<file path="src/rtl/vlan_tbl_pkg.sv">
// Package: shared sizes, register offsets, field positions and entry type
// for the VLAN table command engine. Assumes the port count fits the
// 8-bit member field of staging word A.
package vlan_tbl_pkg;
    parameter int unsigned VT_PORTS   = 8;
    parameter int unsigned VT_ENTRIES = 16;
    parameter int unsigned VT_VID_W   = 12;
    parameter int unsigned VT_BUSY    = 4;
    parameter int unsigned VT_DATA_W  = 32;
    parameter int unsigned VT_ADDR_W  = 12;

    localparam logic [VT_ADDR_W-1:0] VT_OFF_CMD  = 12'h090;
    localparam logic [VT_ADDR_W-1:0] VT_OFF_STA  = 12'h094;
    localparam logic [VT_ADDR_W-1:0] VT_OFF_STB  = 12'h098;
    localparam logic [VT_ADDR_W-1:0] VT_VID_BASE = 12'h100;

    localparam int unsigned VT_GO_BIT    = 31;
    localparam int unsigned VT_CODE_LSB  = 12;
    localparam int unsigned VT_VALID_BIT = 0;
    localparam int unsigned VT_MEMB_LSB  = 16;
    localparam int unsigned VT_TAG_BIT   = 28;
    localparam int unsigned VT_IVL_BIT   = 30;

    localparam logic [3:0] VT_OPC_READ  = 4'd0;
    localparam logic [3:0] VT_OPC_WRITE = 4'd1;

    typedef enum logic [1:0] {
        EG_UNTAG = 2'd0,
        EG_SWAP  = 2'd1,
        EG_TAG   = 2'd2,
        EG_STACK = 2'd3
    } vt_egress_e;

    typedef struct packed {
        logic                    ivl;
        logic                    tag_en;
        logic [VT_PORTS-1:0]     members;
        logic                    valid;
        logic [2*VT_PORTS-1:0]   egress;
    } vt_entry_t;
endpackage

</file>
<file path="src/rtl/vlan_op_sequencer.sv">
// Module: accepts a command when idle, holds busy for BUSY_CYCLES cycles
// and pulses done on the last busy cycle. Assumes BUSY_CYCLES >= 1.
module vlan_op_sequencer #(
    parameter int unsigned BUSY_CYCLES = 4,
    parameter int unsigned IDX_W       = 4
) (
    input  logic             clk,
    input  logic             rst_n,
    input  logic             cmd_wr_i,
    input  logic             go_i,
    input  logic [3:0]       code_i,
    input  logic [IDX_W-1:0] idx_i,
    output logic             busy_o,
    output logic             done_o,
    output logic [3:0]       code_o,
    output logic [IDX_W-1:0] idx_o
);
    localparam int unsigned CNT_W = $clog2(BUSY_CYCLES + 1);
    localparam logic [CNT_W-1:0] CNT_LOAD = CNT_W'(BUSY_CYCLES - 1);

    logic             busy_q;
    logic [CNT_W-1:0] cnt_q;
    logic [3:0]       code_q;
    logic [IDX_W-1:0] idx_q;
    logic             accept;

    assign accept = cmd_wr_i && go_i && !busy_q;

    // Start, count down and finish an operation.
    always_ff @(posedge clk) begin
        if (!rst_n) begin
            busy_q <= 1'b0;
            cnt_q  <= '0;
            code_q <= '0;
            idx_q  <= '0;
        end else if (accept) begin
            busy_q <= 1'b1;
            cnt_q  <= CNT_LOAD;
            code_q <= code_i;
            idx_q  <= idx_i;
        end else if (busy_q) begin
            if (cnt_q == '0) begin
                busy_q <= 1'b0;
            end else begin
                cnt_q <= cnt_q - 1'b1;
            end
        end
    end

    assign busy_o = busy_q;
    assign done_o = busy_q && (cnt_q == '0);
    assign code_o = code_q;
    assign idx_o  = idx_q;

    assert_start_busy_R2: assert property (@(posedge clk) disable iff (!rst_n)
        (cmd_wr_i && go_i && !busy_o) |=> (busy_o && cnt_q == CNT_LOAD));

    assert_busy_end_R2: assert property (@(posedge clk) disable iff (!rst_n)
        $fell(busy_o) |-> ($past(cnt_q) == '0));

    assert_busy_ignore_R3: assert property (@(posedge clk) disable iff (!rst_n)
        (busy_o && cmd_wr_i) |=> ($stable(code_o) && $stable(idx_o)));
endmodule

</file>
<file path="src/rtl/vlan_entry_array.sv">
// Module: register array of VLAN entries with one write port and one
// combinational read port. Assumes index values below ENTRIES.
module vlan_entry_array
    import vlan_tbl_pkg::*;
#(
    parameter int unsigned ENTRIES = 16,
    parameter int unsigned IDX_W   = 4
) (
    input  logic             clk,
    input  logic             rst_n,
    input  logic             wr_en_i,
    input  logic [IDX_W-1:0] wr_idx_i,
    input  vt_entry_t        wr_entry_i,
    input  logic [IDX_W-1:0] rd_idx_i,
    output vt_entry_t        rd_entry_o
);
    vt_entry_t tbl_q [ENTRIES];

    // Clear on reset; store one entry on a write.
    always_ff @(posedge clk) begin
        if (!rst_n) begin
            for (int e = 0; e < int'(ENTRIES); e++) begin
                tbl_q[e] <= '0;
            end
        end else if (wr_en_i) begin
            tbl_q[wr_idx_i] <= wr_entry_i;
        end
    end

    // Read mux for the selected entry.
    assign rd_entry_o = tbl_q[rd_idx_i];

    assert_entry_store_R4: assert property (@(posedge clk) disable iff (!rst_n)
        wr_en_i |=> (tbl_q[$past(wr_idx_i)] == $past(wr_entry_i)));
endmodule

</file>
<file path="src/rtl/vlan_vid_words.sv">
// Module: packed VID memory, two VIDs per word, host word access only.
// Assumes an even entry count.
module vlan_vid_words #(
    parameter int unsigned WORDS = 8,
    parameter int unsigned VID_W = 12,
    parameter int unsigned WW    = 3
) (
    input  logic               clk,
    input  logic               rst_n,
    input  logic               wr_en_i,
    input  logic [WW-1:0]      wr_word_i,
    input  logic [2*VID_W-1:0] wr_data_i,
    input  logic [WW-1:0]      rd_word_i,
    output logic [2*VID_W-1:0] rd_data_o
);
    logic [2*VID_W-1:0] word_q [WORDS];

    // Clear on reset; store a whole word pair on a write.
    always_ff @(posedge clk) begin
        if (!rst_n) begin
            for (int w = 0; w < int'(WORDS); w++) begin
                word_q[w] <= '0;
            end
        end else if (wr_en_i) begin
            word_q[wr_word_i] <= wr_data_i;
        end
    end

    // Word read mux.
    assign rd_data_o = word_q[rd_word_i];

    assert_vid_store_R10: assert property (@(posedge clk) disable iff (!rst_n)
        wr_en_i |=> (word_q[$past(wr_word_i)] == $past(wr_data_i)));
endmodule

</file>
<file path="src/rtl/vlan_cmd_engine.sv">
// Module: top of the VLAN table command engine. Decodes the register port,
// holds the staging words and joins sequencer, entry array and VID words.
// Assumes single-cycle write strobes and combinational reads.
module vlan_cmd_engine
    import vlan_tbl_pkg::*;
#(
    parameter int unsigned ENTRIES     = VT_ENTRIES,
    parameter int unsigned BUSY_CYCLES = VT_BUSY
) (
    input  logic                 clk,
    input  logic                 rst_n,
    input  logic                 bus_wen,
    input  logic [VT_ADDR_W-1:0] bus_addr,
    input  logic [VT_DATA_W-1:0] bus_wdata,
    output logic [VT_DATA_W-1:0] bus_rdata
);
    localparam int unsigned IDX_W     = $clog2(ENTRIES);
    localparam int unsigned VID_WORDS = ENTRIES / 2;
    localparam int unsigned VW_W      = (VID_WORDS > 1) ? $clog2(VID_WORDS) : 1;
    localparam logic [VT_ADDR_W-1:0] VID_END = VT_VID_BASE + VT_ADDR_W'(4 * VID_WORDS);

    logic                 hit_cmd, hit_sta, hit_stb, hit_vid;
    logic [VT_ADDR_W-1:0] vid_off;
    logic [VW_W-1:0]      vid_word;
    logic                 busy, done;
    logic [3:0]           op_code;
    logic [IDX_W-1:0]     op_idx;
    logic [VT_DATA_W-1:0] sta_q, stb_q;
    vt_entry_t            wr_entry, rd_entry;
    logic                 rd_done, wr_done;
    logic [2*VT_VID_W-1:0] vid_rd;
    logic [VT_DATA_W-1:0] sta_load, stb_load, cmd_view;

    // Address decode for every mapped register.
    always_comb begin
        hit_cmd  = (bus_addr == VT_OFF_CMD);
        hit_sta  = (bus_addr == VT_OFF_STA);
        hit_stb  = (bus_addr == VT_OFF_STB);
        hit_vid  = (bus_addr >= VT_VID_BASE) && (bus_addr < VID_END) && (bus_addr[1:0] == 2'b00);
        vid_off  = bus_addr - VT_VID_BASE;
        vid_word = vid_off[VW_W+1:2];
    end

    vlan_op_sequencer #(.BUSY_CYCLES(BUSY_CYCLES), .IDX_W(IDX_W)) u_seq (
        .clk      (clk),
        .rst_n    (rst_n),
        .cmd_wr_i (bus_wen && hit_cmd),
        .go_i     (bus_wdata[VT_GO_BIT]),
        .code_i   (bus_wdata[VT_CODE_LSB +: 4]),
        .idx_i    (bus_wdata[IDX_W-1:0]),
        .busy_o   (busy),
        .done_o   (done),
        .code_o   (op_code),
        .idx_o    (op_idx)
    );

    assign rd_done = done && (op_code == VT_OPC_READ);
    assign wr_done = done && (op_code == VT_OPC_WRITE);

    // Unpack staging words into an entry for a write command.
    always_comb begin
        wr_entry.valid   = sta_q[VT_VALID_BIT];
        wr_entry.members = sta_q[VT_MEMB_LSB +: VT_PORTS];
        wr_entry.tag_en  = sta_q[VT_TAG_BIT];
        wr_entry.ivl     = sta_q[VT_IVL_BIT];
        wr_entry.egress  = stb_q[2*VT_PORTS-1:0];
    end

    vlan_entry_array #(.ENTRIES(ENTRIES), .IDX_W(IDX_W)) u_tbl (
        .clk        (clk),
        .rst_n      (rst_n),
        .wr_en_i    (wr_done),
        .wr_idx_i   (op_idx),
        .wr_entry_i (wr_entry),
        .rd_idx_i   (op_idx),
        .rd_entry_o (rd_entry)
    );

    vlan_vid_words #(.WORDS(VID_WORDS), .VID_W(VT_VID_W), .WW(VW_W)) u_vid (
        .clk       (clk),
        .rst_n     (rst_n),
        .wr_en_i   (bus_wen && hit_vid),
        .wr_word_i (vid_word),
        .wr_data_i (bus_wdata[2*VT_VID_W-1:0]),
        .rd_word_i (vid_word),
        .rd_data_o (vid_rd)
    );

    // Pack a stored entry into staging images; invalid entries give zero.
    always_comb begin
        sta_load = '0;
        stb_load = '0;
        if (rd_entry.valid) begin
            sta_load[VT_VALID_BIT]             = 1'b1;
            sta_load[VT_MEMB_LSB +: VT_PORTS]  = rd_entry.members;
            sta_load[VT_TAG_BIT]               = rd_entry.tag_en;
            sta_load[VT_IVL_BIT]               = rd_entry.ivl;
            stb_load[2*VT_PORTS-1:0]           = rd_entry.egress;
        end
    end

    // Staging words: loaded by a read command or by an idle host write.
    always_ff @(posedge clk) begin
        if (!rst_n) begin
            sta_q <= '0;
            stb_q <= '0;
        end else if (rd_done) begin
            sta_q <= sta_load;
            stb_q <= stb_load;
        end else if (bus_wen && !busy) begin
            if (hit_sta) sta_q <= bus_wdata;
            if (hit_stb) stb_q <= bus_wdata;
        end
    end

    // Command register view: busy, last code, last index.
    always_comb begin
        cmd_view                    = '0;
        cmd_view[VT_GO_BIT]         = busy;
        cmd_view[VT_CODE_LSB +: 4]  = op_code;
        cmd_view[IDX_W-1:0]         = op_idx;
    end

    // Read data mux; unmapped offsets read zero.
    always_comb begin
        bus_rdata = '0;
        if (hit_cmd)      bus_rdata = cmd_view;
        else if (hit_sta) bus_rdata = sta_q;
        else if (hit_stb) bus_rdata = stb_q;
        else if (hit_vid) bus_rdata[2*VT_VID_W-1:0] = vid_rd;
    end

    assert_invalid_read_zero_R6: assert property (@(posedge clk) disable iff (!rst_n)
        (rd_done && !rd_entry.valid) |=> (sta_q == '0 && stb_q == '0));

    assert_stage_hold_busy_R3: assert property (@(posedge clk) disable iff (!rst_n)
        (busy && !done) |=> ($stable(sta_q) && $stable(stb_q)));

    assert_bad_code_R9: assert property (@(posedge clk) disable iff (!rst_n)
        (done && op_code != VT_OPC_READ) |=> ($stable(sta_q) && $stable(stb_q)));
endmodule

</file>
<file path="config.mk">
export PLATFORM = sky130hd
export DESIGN_NAME = vlan_cmd_engine
export DESIGN_NICKNAME = d
export VERILOG_FILES = /design/src/rtl/vlan_tbl_pkg.sv /design/src/rtl/vlan_op_sequencer.sv /design/src/rtl/vlan_entry_array.sv /design/src/rtl/vlan_vid_words.sv /design/src/rtl/vlan_cmd_engine.sv
export SDC_FILE = /design/constraint.sdc
export NUM_CORES = 1
export LEC_CHECK = 0
export ABC_AREA = 1
export BUFFER_PORTS_ARGS = -buffer_cell sky130_fd_sc_hd__buf_2
export CORE_ASPECT_RATIO = 2
export CORE_UTILIZATION = 38
export CTS_BUF_LIST = sky130_fd_sc_hd__clkbuf_8
export DETAILED_ROUTE_END_ITERATION = 12
export PLACE_DENSITY = 0.65
export SLEW_MARGIN = 20
export SYNTH_ARGS = -nofsm -noshare
export SYNTH_HDL_FRONTEND = slang
export SYNTH_SLANG_ARGS = --single-unit
</file>
<file path="constraint.sdc">
create_clock -name clk -period 2.9 [get_ports clk]
set_input_delay 0.29 -clock clk [delete_from_list [all_inputs] [get_ports clk]]
set_output_delay 0.29 -clock clk [all_outputs]
set_load 0.03 [all_outputs]
</file>
======== Word level (Yosys, flattened, before mapping) ========
Memories as Yosys holds them, arrays and structs flattened. A register that Yosys moved wholly into a read port is not among the register bits.
Index checks and enable logic that the tools add are counted.
storage, ports and cells
  word-level logic and storage cells ...... 87
  memories kept ........................... 2
  bits in writable memories ............... 624
  output and inout bits ................... 32
  flip-flop bits (word level) ............. 76
cells by class
  reduce and logical (&&, ||, !) cells .... 28
  bitwise operators ....................... 2
  equality and inequality tests ........... 5
  $add $sub $neg .......................... 2
  mux-type cells .......................... 37
  $lt $le $gt $ge ......................... 2
memory list
  name          words  bits a word  read ports  clocked after memory_dff  wr ports  line                    RTL
  u_tbl.tbl_q   16     27           1           1                         16        vlan_entry_array.sv:17  vt_entry_t tbl_q [ENTRIES];
  u_vid.word_q  8      24           1           0                         8         vlan_vid_words.sv:16    logic [2*VID_W-1:0] word_q [WORDS];
operator list
  kind                                                                    count
  31-bit two-way mux                                                      3
  24-bit two-way mux                                                      3
  16-bit two-way mux                                                      4
  32-bit two-way mux                                                      2
  12-bit by 8-bit == test with 1-bit output, second input constant        3
  27-bit two-way mux                                                      1
  27-bit OR reduction                                                     1
  24-bit OR reduction                                                     1
  8-bit two-way mux                                                       2
  1-bit two-way mux                                                       15
  12-bit by 9-bit >= comparator with 1-bit output, second input constant  1
  12-bit by 9-bit < comparator with 1-bit output, second input constant   1
  4-bit two-way mux                                                       3
  2-bit AND reduction                                                     6
  1-bit logical AND                                                       10
  2-bit nonzero test                                                      4
  2-bit two-way mux                                                       3
  5-bit by 1-bit subtractor with 5-bit output, second input constant      1
  4-bit by 1-bit == test with 1-bit output, second input constant         1
  4-bit zero test                                                         1
  2-bit OR reduction                                                      2
  3-bit zero test                                                         1
  3-bit two-way mux                                                       1
  3-bit by 1-bit subtractor with 3-bit output, second input constant      1
  other kinds (4)                                                         5

======== Depth between registers and ports, before layout ========
Gate-level depths: netlist of the first run.
  word-level depth ........................ 9
  gate-level depth with buffers ........... 12
  gate-level depth less buffers ........... 10

======== By module ========
Synthesis of the first run repeated with hierarchy kept, for this count alone.
unflattened totals
  cells, all modules ...................... 4108
  area, all modules ....................... 34538.1 um^2
by module, submodules not included
  module             area each (um^2)  cells an instance  times used
  vlan_entry_array   20552.2           2303               1
  vlan_vid_words     9529.1            1091               1
  vlan_cmd_engine    3951.3            649                1
  vlan_op_sequencer  505.5             65                 1

======== Least setup slack after synthesis of the first run ========
OpenSTA, ideal clock, no wires.
  path kind ............................... reg2reg
  start ................................... register u_seq.cnt_q[0]
  end ..................................... memory u_tbl.tbl_q[10][0] (netlist name), enable pin
  clock period less this slack ............ 2.630 ns
  arrival time ............................ 2.245 ns
  setup time .............................. 0.384 ns
  buffers on the path ..................... 1
  stages on the path, launching flop included .. 10
  slack ................................... 0.270 ns
  cell sequence ........................... dfxtp_1 inv_1 ha_1 nand3_2 nor4_4 nand3_4 nor3_4 nand2_4 buf_6 nand2_1
RTL lines
  element                 line                     RTL
  start, declared         vlan_op_sequencer.sv:22  logic [CNT_W-1:0] cnt_q;
  start signal, assigned  vlan_op_sequencer.sv:45  cnt_q <= cnt_q - 1'b1;
  end, declared           vlan_entry_array.sv:17

==> results of run 1 <==
[stage by stage]
step	util	total power, mW	hold WS (ns)
3_5_place_dp	0.409	12.6	0.432
2_1_floorplan	-	12.1	0.420
4_1_cts	0.434	19.7	0.155
3_3_place_gp	0.409	12.5	0.429
5_1_grt	0.434	20.2	0.234
6_report	0.434	19.7	0.223
[worst max-delay path, cell delays in order, from the launching register on]
cell and delay, ns:
dfxtp_4 0.45, inv_4 0.33, buf_12 0.29, nand3_1 0.11
nand3_1 0.10, nand3_1 0.09, nand2_1 0.09, buf_4 0.32
nand3_1 0.11, a21oi_1 0.13, dlygate4sd3_1 0.55
[power groups by stage]
stage	Clock, mW	Sequential [mW]	Combinational, mW
2_1_floorplan	0	11.6	0.512
5_1_grt	7.71	11.4	1.05
6_report	7.27	11.4	0.969
4_1_cts	7.35	11.4	0.968
3_5_place_dp	0	11.6	0.930
3_3_place_gp	0	11.6	0.925
[final cells by class]
cell class / instances / area share
Clock inverter: 71 / 0.0103
Multi-Input combinational cell: 2231 / 0.264
Tap cell: 1155 / 0.0388
Antenna cell: 1 / 0.0000673
Sequential cell: 704 / 0.547
Inverter: 459 / 0.0465
Timing Repair Buffer: 255 / 0.0562
Clock buffer: 100 / 0.0370
[registers in the layout, summed over array words and instances, names as in the netlist, named ones only]
register / count
u_seq.code_o: 4
u_tbl.tbl_q: 432
u_seq.idx_o: 4
sta_q: 32
u_seq.cnt_q: 3
u_seq.busy_o: 1
u_vid.word_q: 192
stb_q: 32
[placed cells by master, fill, tap and decap left out, types with 9 or more instances in the layout]
master	netlist	layout
nand2_2	12	28
nor2_1	646	643
inv_1	431	458
dlygate4sd3_1	0	34
o221ai_1	40	40
a21oi_1	72	72
buf_12	0	23
o211ai_1	9	9
clkbuf_8	0	100
clkinv_1	21	45
clkinv_2	0	12
o21ai_0	122	122
nand3_1	441	440
edfxtp_1	624	624
nand4_1	10	10
nand2_1	808	792
dfxtp_1	80	77
buf_4	0	120
buf_2	47	78
nor2_2	30	33
[what timing repair did]
item                                   CTS  global route
hold buffers                            34             0
endpoints found under the hold margin  107             0
gates resized for setup                  0             0
[path summary, 6_finish.rpt]
check | start | end | slack (ns) | cells after the start
hold reg to reg | sta_q[11] | sta_q[11] | 0.44 | 2
hold / removal | bus_addr[3] | u_vid.word_q[2][4] | 0.22 | 5
setup reg to reg | flop | stb_q[2] | 0.25 | 10
setup / recovery | flop | stb_q[2] | 0.25 | 10
[kinds of logic (layout without fill, tap and decap cells)]
family	count (synthesis)	after routing
simple gates	1968	1968
compound gates	259	259
fa+ha+maj	2	2
buf+inv	697	885
xor+xnor	2	2
other cells	0	1
flops	704	704
[metal layers]
metal / track usage / up-vias
li1: - / 12000
met1: 0.235 / 12300
met2: 0.426 / 1148
met3: 0.0348 / 327
met4: 0.153 / 2
met5: 0 / -
==> metrics.txt, run 1 <==
status=finished, final reports clean; CTS tree=yes; post-synth top area cell=edfxtp_1; H-tree depth=3; top-count cell post-synth=nand2_1; Seq/Total Area, Yosys=0.619; Port Buffers=78; IO Count=79; Yosys reg bits=704; relative slew slack=0.341; Layout area overhead=13.3%; # fillers=8338; setup bufs post-CTS=0; gpl congestion=0.872; clk root buf=clkbuf_8; area of the multi-input gates=9830 µm²; CP Class=flop to flop; Final ANT Viol Nets=0; Setup crit end kind=flop; RSZ-0062 raised after global routing=no; CTS max path bufs=3; # setup viols final=0; routed length on met3=7.09 mm; post-synth net total=3681; first-pass GRT wire length=149 mm; Num CTS Buffers=93; Synth warnings=0; die extent in x=210 µm; Worst Skew=0.0386 ns; critical path peak fanout=43; vias in the first global route=25300; hpwl dp=63.4 mm; Top FF cell, synth=edfxtp_1; Post-synth EDFFs=624; leak pwr=14.8 nW; number of remaining DRC errors=0; number of max-cap violations=0; adder-cell area share of the yosys netlist=0.000762; Synth top area share=0.570; Area contributors post-synth=edfxtp_1 (57%), nand2_1 (9.2%), nor2_1 (7.4%), nand3_1 (6.7%), inv_1 (4.9%); Reg area=20300 µm²; Final period util=0.915; Final Max Slew Viols=0; final setup margin=0.246 ns; Synth top cells by count=nand2_1 (808), nor2_1 (646), edfxtp_1 (624); Pwr per Cell Area=528 nW/µm²; sw power=4.58 mW; post-layout min period=2.65 ns; Final Hold Violating Endpoints=0; row cnt=152; largest net degree at the start of global routing=129; 1st-iter DRT viols=2449; grt ovf=0; number of library cell types mapped by synthesis=33; non-filler cells, final=4976; dpl cell area=35100 µm²; CTS clk-pin slew, worst paths=0.08 ns; Synth Instances=3632; portion of netlist area occupied by mux cells=0; largest family of logic cells by synthesized area=simple AND/OR/NAND/NOR gates; post-DR wirelength/cell=20.2 µm; top routing layer in use=met5; fin nets=3793; clk sinks=704; Synth Area in Compound Gates=0.0463; Critical Path Start Type=flop; initial antenna violation count=2; Starting Density=0.383; via count=25700; layout cells sized above 1=0.113; internal power=15.1 mW; clock latency on the worst-skew pair=0.74 ns; Critical Path RT=3.59 ns; vias per cell=5.17; FFs w/ async S/R, synth=0; Synth Area in Simple Gates=0.250; clock share of power=0.370; Sw Ratio=0.233; Least-Margin Pin Slew=0.983 ns; setup TNS=0 ns; wire length on met2=53.0 mm; Worst Path Arrival=3.34 ns; XOR/XNOR Fraction of Synth Area=0.000533; die area=87700 µm²; DP Cell Count=4770; Syn Area/Cell=9.05 µm²; core area=85800 µm²; fin area=37200 µm²; Mapped Area=32900 µm²; combinational share of power=0.049; Post-Route WL=101 mm; VDD IR max=0.000382 V; GRT Resource Usage Total=0.229; chip height=418 µm; TritonRoute pass-1 iters=5; Hold WC Path Type=primary input to flop; WL met1=34.0 mm; Seq pwr share=0.581; pre-CTS setup slack=0.365 ns; Max Freq=377 MHz
Note: power is estimated with default switching activity, not from simulation.
==> inputs of run 2 (changes only) <==
- CTS_BUF_LIST: sky130_fd_sc_hd__clkbuf_8 -> sky130_fd_sc_hd__clkbuf_16
- CTS_CLUSTER_SIZE: unset -> 8
- SLEW_MARGIN: 20 -> 15
==> run 2 against run 1 <==
Compared with the run above:
- die area did not move
- count of clock-buffer cells in the layout fell by 3
- first-iteration DRC count fell by 12%
- highest routed layer is now met4
- largest cell class unchanged
- largest power group unchanged
- via count rose by 0.49%
- global-route usage rose by 0.27 points
- cell count fell by 0.48%
- critical path type is now primary input to output port
==> metrics.txt, run 2 (synthesis gave the netlist of run 1 again) <==
status=finished, final reports clean; CTS tree=yes; # setup viols final=0 (unchanged); Worst path most repeated cell=buf_4; first-pass GRT wire length=151 mm (+1.2%); Starting Density=0.383 (unchanged); Top reg by flops=u_tbl.tbl_q; setup bufs post-CTS=0 (unchanged); Port Buffers=78 (unchanged); setup TNS=0 ns (unchanged); crit-path leading delay family=buffers and inverters; Setup crit end kind=output port; number of remaining DRC errors=0 (unchanged); post-DR wirelength/cell=20.5 µm (+1.4%); fin nets=3794 (+0.026%); via count=25900 (+0.49%); clock latency on the worst-skew pair=0.67 ns (-0.07 ns); vias per cell=5.22 (+0.97%); Hold Path Depth=3 (-2); leak pwr=15.3 nW (+3.2%); Num CTS Buffers=97 (+4.3%); commonest non-fill, non-tap cell in the layout=nand2_1; reg2reg end=u_tbl.tbl_q[5][21]; commonest cells after routing, fill and taps aside=nand2_1 (792), nor2_1 (643), edfxtp_1 (624); Worst Path Arrival=2.21 ns (-1.13 ns); Final ANT Viol Nets=0 (unchanged); IO Count=79 (unchanged); RSZ-0062 raised after global routing=no; Worst Skew=0.0310 ns (-0.00757 ns); die extent in x=210 µm (unchanged); clk sinks=704 (unchanged); CP Class=primary input to output port; grt ovf=0 (unchanged); Final Util=0.444 (+0.0105); Hold WC Path Type=primary input to flop; core area=85800 µm² (unchanged); Final period util=0.862 (-0.0535); CTS max path bufs=3 (unchanged); Least-Margin Pin Slew=0.976 ns (-0.00718 ns); largest net degree at the start of global routing=129 (unchanged); worst reg2reg path startpoint=u_seq.cnt_q[0]; Final Hold Violating Endpoints=0 (unchanged); chip height=418 µm (unchanged); 1st-iter DRT viols=2162 (-12%); Final Max Slew Viols=0 (unchanged); gpl congestion=0.872 (unchanged); crit-path max cell delay=0.34 ns (-0.21 ns); Layout area overhead=16.0%; VDD IR max=0.000518 V (+36%); critical path cell sequence=buf_2 > nor2_1 > buf_4 > nand2_1 > nor2_1 > nand2_1 > buf_4 > o21ai_0 > a21oi_1 > buf_4 > buf_2; TritonRoute pass-1 iters=6 (+1); Max Freq=400 MHz (+6.2%); slowest cell on the critical path=nand2_1; GRT Resource Usage Total=0.232 (+0.00266); CTS clk-pin slew, worst paths=0.05 ns (-0.03 ns); critical path peak fanout=16 (-63%); Antenna Cells=0 (-1); Largest regs=u_tbl.tbl_q: 432 flops, u_vid.word_q: 192 flops; Hold Crit Endpoint=sta_q[4]; minimum hold slack=0.0407 ns (-0.182 ns); Largest register FFs=432 (unchanged); initial antenna violation count=0 (-2); Post-Route WL=101 mm (+0.87%); Critical Path Start Type=primary input; Pwr per Cell Area=592 nW/µm² (+12%); Crit path buffers/inverters=5 (+1); vias in the first global route=25700 (+1.7%); Worst Hold Launch=bus_wdata[4]; worst reg2reg path depth=9 (-1); Critical Path RT=2.61 ns (-0.98 ns); number of max-cap violations=0 (unchanged); hpwl dp=63.4 mm (unchanged); post-layout min period=2.50 ns (-0.155 ns); layout cells sized above 1=0.109 (-0.00405); die area=87700 µm² (unchanged); relative slew slack=0.346 (+0.00481); H-tree depth=3 (unchanged); clk root buf=clkbuf_16; Reg2Reg Setup Slack=0.49 ns (+0.24 ns); row cnt=152 (unchanged)
run 2: worst register-to-register path: cells and delay by family (launching register included):
family        cells  cell delay, ns
buf+inv           2            0.46
simple gates      6            1.07
flops             1            0.32
fa+ha+maj         1            0.19
run 2: worst max path at each step:
stage,to,slack [ns],cells past startpoint,startpoint
global placement,bus_rdata[17],0.41,11,bus_addr[6]
CTS,bus_rdata[17],0.38,11,bus_addr[6]
global route,bus_rdata[17],0.23,11,bus_addr[6]
finish,bus_rdata[17],0.40,11,bus_addr[6]
detailed placement,flop,0.36,10,bus_addr[6]
floorplan,u_tbl.tbl_q[10][0],0.27,9,u_seq.cnt_q[0]
run 2: metrics by stage:
| stage | setup WS, ns | power, mW | cells | cell area (µm²) |
|---|---|---|---|---|
| 4_1_cts | 0.384 | 22.7 | 4952 | 38100 |
| 2_1_floorplan | 0.270 | 12.1 | 3632 | 32900 |
| 3_3_place_gp | 0.409 | 12.5 | 4770 | 35100 |
| 6_report | 0.401 | 22.6 | 4952 | 38100 |
| 5_1_grt | 0.231 | 23.1 | 4952 | 38100 |
| 3_5_place_dp | 0.365 | 12.6 | 4770 | 35100 |
run 2: layer usage:
layer,vias up,GRT usage,wire [µm],part of all wire
met3,385,0.0340,6970,0.069
met1,12300,0.236,33900,0.33
met4,0,0.163,7120,0.070
met5,-,0,0,0
li1,12000,-,-,-
met2,1179,0.430,53400,0.53
run 2: cell type report:
| cell class | count | area, µm² |
|---|---|---|
| clock buffers | 97 | 2430 |
| clock inverters | 54 | 265 |
| fillers | 8176 | 47700 |
| inverters | 459 | 1730 |
| multi-input cells | 2231 | 9830 |
| flip-flops and latches | 704 | 20300 |
| well taps | 1155 | 1450 |
| repair buffers | 252 | 2060 |
run 2: power breakdown:
group          leakage [nW]  total (mW)  internal [mW]  switching [mW]
Clock                  1.49        10.2           5.95            4.22
Combinational          6.90       0.970          0.285           0.685
Sequential             6.93        11.4           11.4          0.0891
Total                  15.3        22.6           17.6            4.99
run 2: what timing repair did:
| item | CTS | global route |
|---|---|---|
| gates resized for setup | 0 | 0 |
| hold endpoints to repair | 56 | 0 |
| hold buffers | 31 | 0 |
==> inputs of run 3 (changes only) <==
- RECOVER_POWER: unset -> 25
- SLEW_MARGIN: 15 -> unset
==> run 3 against run 2 <==
Compared with the run above:
- fmax shrank 8.0%
- sequential power is essentially flat
- hold slack lost 0.0052 ns
- register-to-register slack lost 0.04 ns
- sequential cell count is the same
- sequential share of layout area grew 0.15 points
- critical path depth shrank 6
- largest cell class unchanged
- highest routed layer unchanged
==> metrics.txt, run 3 (synthesis gave the netlist of run 1 again) <==
chip height=418 µm (unchanged); Num CTS Buffers=97 (unchanged); fin area=38000 µm² (-0.28%); largest net degree at the start of global routing=129 (unchanged); TritonRoute pass-1 iters=6 (unchanged); Worst Path Arrival=3.03 ns (+0.82 ns); gpl congestion=0.872 (unchanged); die area=87700 µm² (unchanged); Hold Crit Endpoint=sta_q[4]; slowest cell on the critical path=clkbuf_2; Max Freq=368 MHz (-8.0%); Least-Margin Pin Slew=1.16 ns (+0.181 ns); layout cells sized above 1=0.109 (-0.000263); grt ovf=0 (unchanged); Critical Path Start Type=primary input; via count=25800 (-0.17%); GRT Resource Usage Total=0.232 (unchanged); Layout area overhead=15.7%; vias in the first global route=25700 (unchanged); 1st-iter DRT viols=2191 (+1.3%); dpl cell area=35100 µm² (unchanged); worst reg2reg path startpoint=u_seq.cnt_q[0]; relative slew slack=0.229 (-0.116); hpwl dp=63.4 mm (unchanged); worst reg2reg path depth=9 (unchanged); status=finished, final reports clean; final setup margin=0.182 ns (-0.219 ns); number of max-cap violations=0 (unchanged); critical path cell sequence=dlygate4sd3_1 > clkbuf_1 > clkbuf_2 > nand2_1 > clkbuf_4; crit-path max cell delay=0.99 ns (+0.65 ns); clk root buf=clkbuf_16; row cnt=152 (unchanged); Largest register FFs=432 (unchanged); Reg2Reg Setup Slack=0.45 ns (-0.04 ns); Post-Route WL=101 mm (about the same); Hold Path Depth=3 (unchanged); VDD IR max=0.000517 V (-0.13%); critical path peak fanout=43 (+27); CTS clk-pin slew, worst paths=0.05 ns (about the same); CP Class=primary input to flop; initial antenna violation count=0 (unchanged); DP Cell Count=4770 (unchanged); core area=85800 µm² (unchanged); # setup viols final=0 (unchanged); setup TNS=0 ns (unchanged); non-filler cells, final=4952 (unchanged); commonest non-fill, non-tap cell in the layout=nand2_1; vias per cell=5.22 (-0.17%); Port Buffers=78 (unchanged); Total Power=22.6 mW (about the same); minimum hold slack=0.0355 ns (-0.00523 ns); number of remaining DRC errors=0 (unchanged); post-layout min period=2.72 ns (+0.219 ns); Final Hold Violating Endpoints=0 (unchanged); Worst Skew=0.0360 ns (+0.00498 ns); Top reg by flops=u_tbl.tbl_q; RSZ-0062 raised after global routing=no; Final Max Slew Viols=0 (unchanged); leak pwr=15.3 nW (-0.22%); H-tree depth=3 (unchanged); Worst Hold Launch=bus_wdata[4]; Setup crit end kind=flop; Critical Path RT=3.22 ns (+0.61 ns); post-DR wirelength/cell=20.5 µm (about the same); CTS max path bufs=3 (unchanged); pre-CTS setup slack=0.365 ns (unchanged); fin nets=3794 (unchanged); first-pass GRT wire length=151 mm (unchanged); die extent in x=210 µm (unchanged); commonest cells after routing, fill and taps aside=nand2_1 (792), nor2_1 (643), edfxtp_1 (624); Pwr per Cell Area=594 nW/µm² (+0.25%); Final period util=0.937 (+0.0754); CTS tree=yes; Final Util=0.443 (-0.00124); IO Count=79 (unchanged); clock latency on the worst-skew pair=0.68 ns (about the same); clk sinks=704 (unchanged); reg2reg end=u_tbl.tbl_q[11][5]; Largest regs=u_tbl.tbl_q: 432 flops, u_vid.word_q: 192 flops; Hold WC Path Type=primary input to flop; Starting Density=0.383 (unchanged); Antenna Cells=0 (unchanged); Final ANT Viol Nets=0 (unchanged)
## run 3: cell types whose count changed in the layout (fill, tap and decap cells not counted)
cell,previous run,this run
clkbuf_2,0,22
buf_4,120,101
buf_12,23,19
buf_2,78,77
clkbuf_1,0,1
clkbuf_4,0,1
## run 3: worst max path at each step
stage          cells after the start  slack (ns)                  end           start
2_1_floorplan                      9        0.27   u_tbl.tbl_q[10][0]  u_seq.cnt_q[0]
6_report                           5        0.18  u_vid.word_q[2][19]           rst_n
3_5_place_dp                      10        0.36                 flop     bus_addr[6]
3_3_place_gp                      11        0.41        bus_rdata[17]     bus_addr[6]
5_1_grt                            5        0.17  u_vid.word_q[2][22]           rst_n
4_1_cts                           11        0.38        bus_rdata[17]     bus_addr[6]
## run 3: report_power, final
group	internal (mW)	switching (mW)
clock network	5.95	4.23
logic	0.272	0.681
registers	11.4	0.0895
total	17.6	5.00
## run 3: worst max-delay path, delay by kind of cell
kind | cells | cell delay, ns
buf+inv | 4 | 2.46
simple gates | 1 | 0.24
## run 3: repair_timing
action,CTS,global route
hold endpoints to repair,56,0
hold buffers,31,0
setup endpoints to repair,0,0
buffers inserted,0,0
resized for setup,0,0
## run 3: cell type report
| class | instances | area [µm²] |
|---|---|---|
| Timing Repair Buffer | 252 | 1960 |
| Tap cell | 1155 | 1450 |
| Sequential cell | 704 | 20300 |
| Fill cell | 8190 | 47800 |
| Inverter | 459 | 1730 |
| Multi-Input combinational cell | 2231 | 9830 |
| Clock buffer | 97 | 2430 |
| Clock inverter | 54 | 265 |
## run 3: per-layer routing
metal  vias to the layer above  wire length, µm  global-route usage
met5                         -                0                   0
met4                         0             7040               0.163
met3                       369             7170              0.0340
met2                      1168            53300               0.430
met1                     12300            33900               0.236
li1                      12000                -                   -
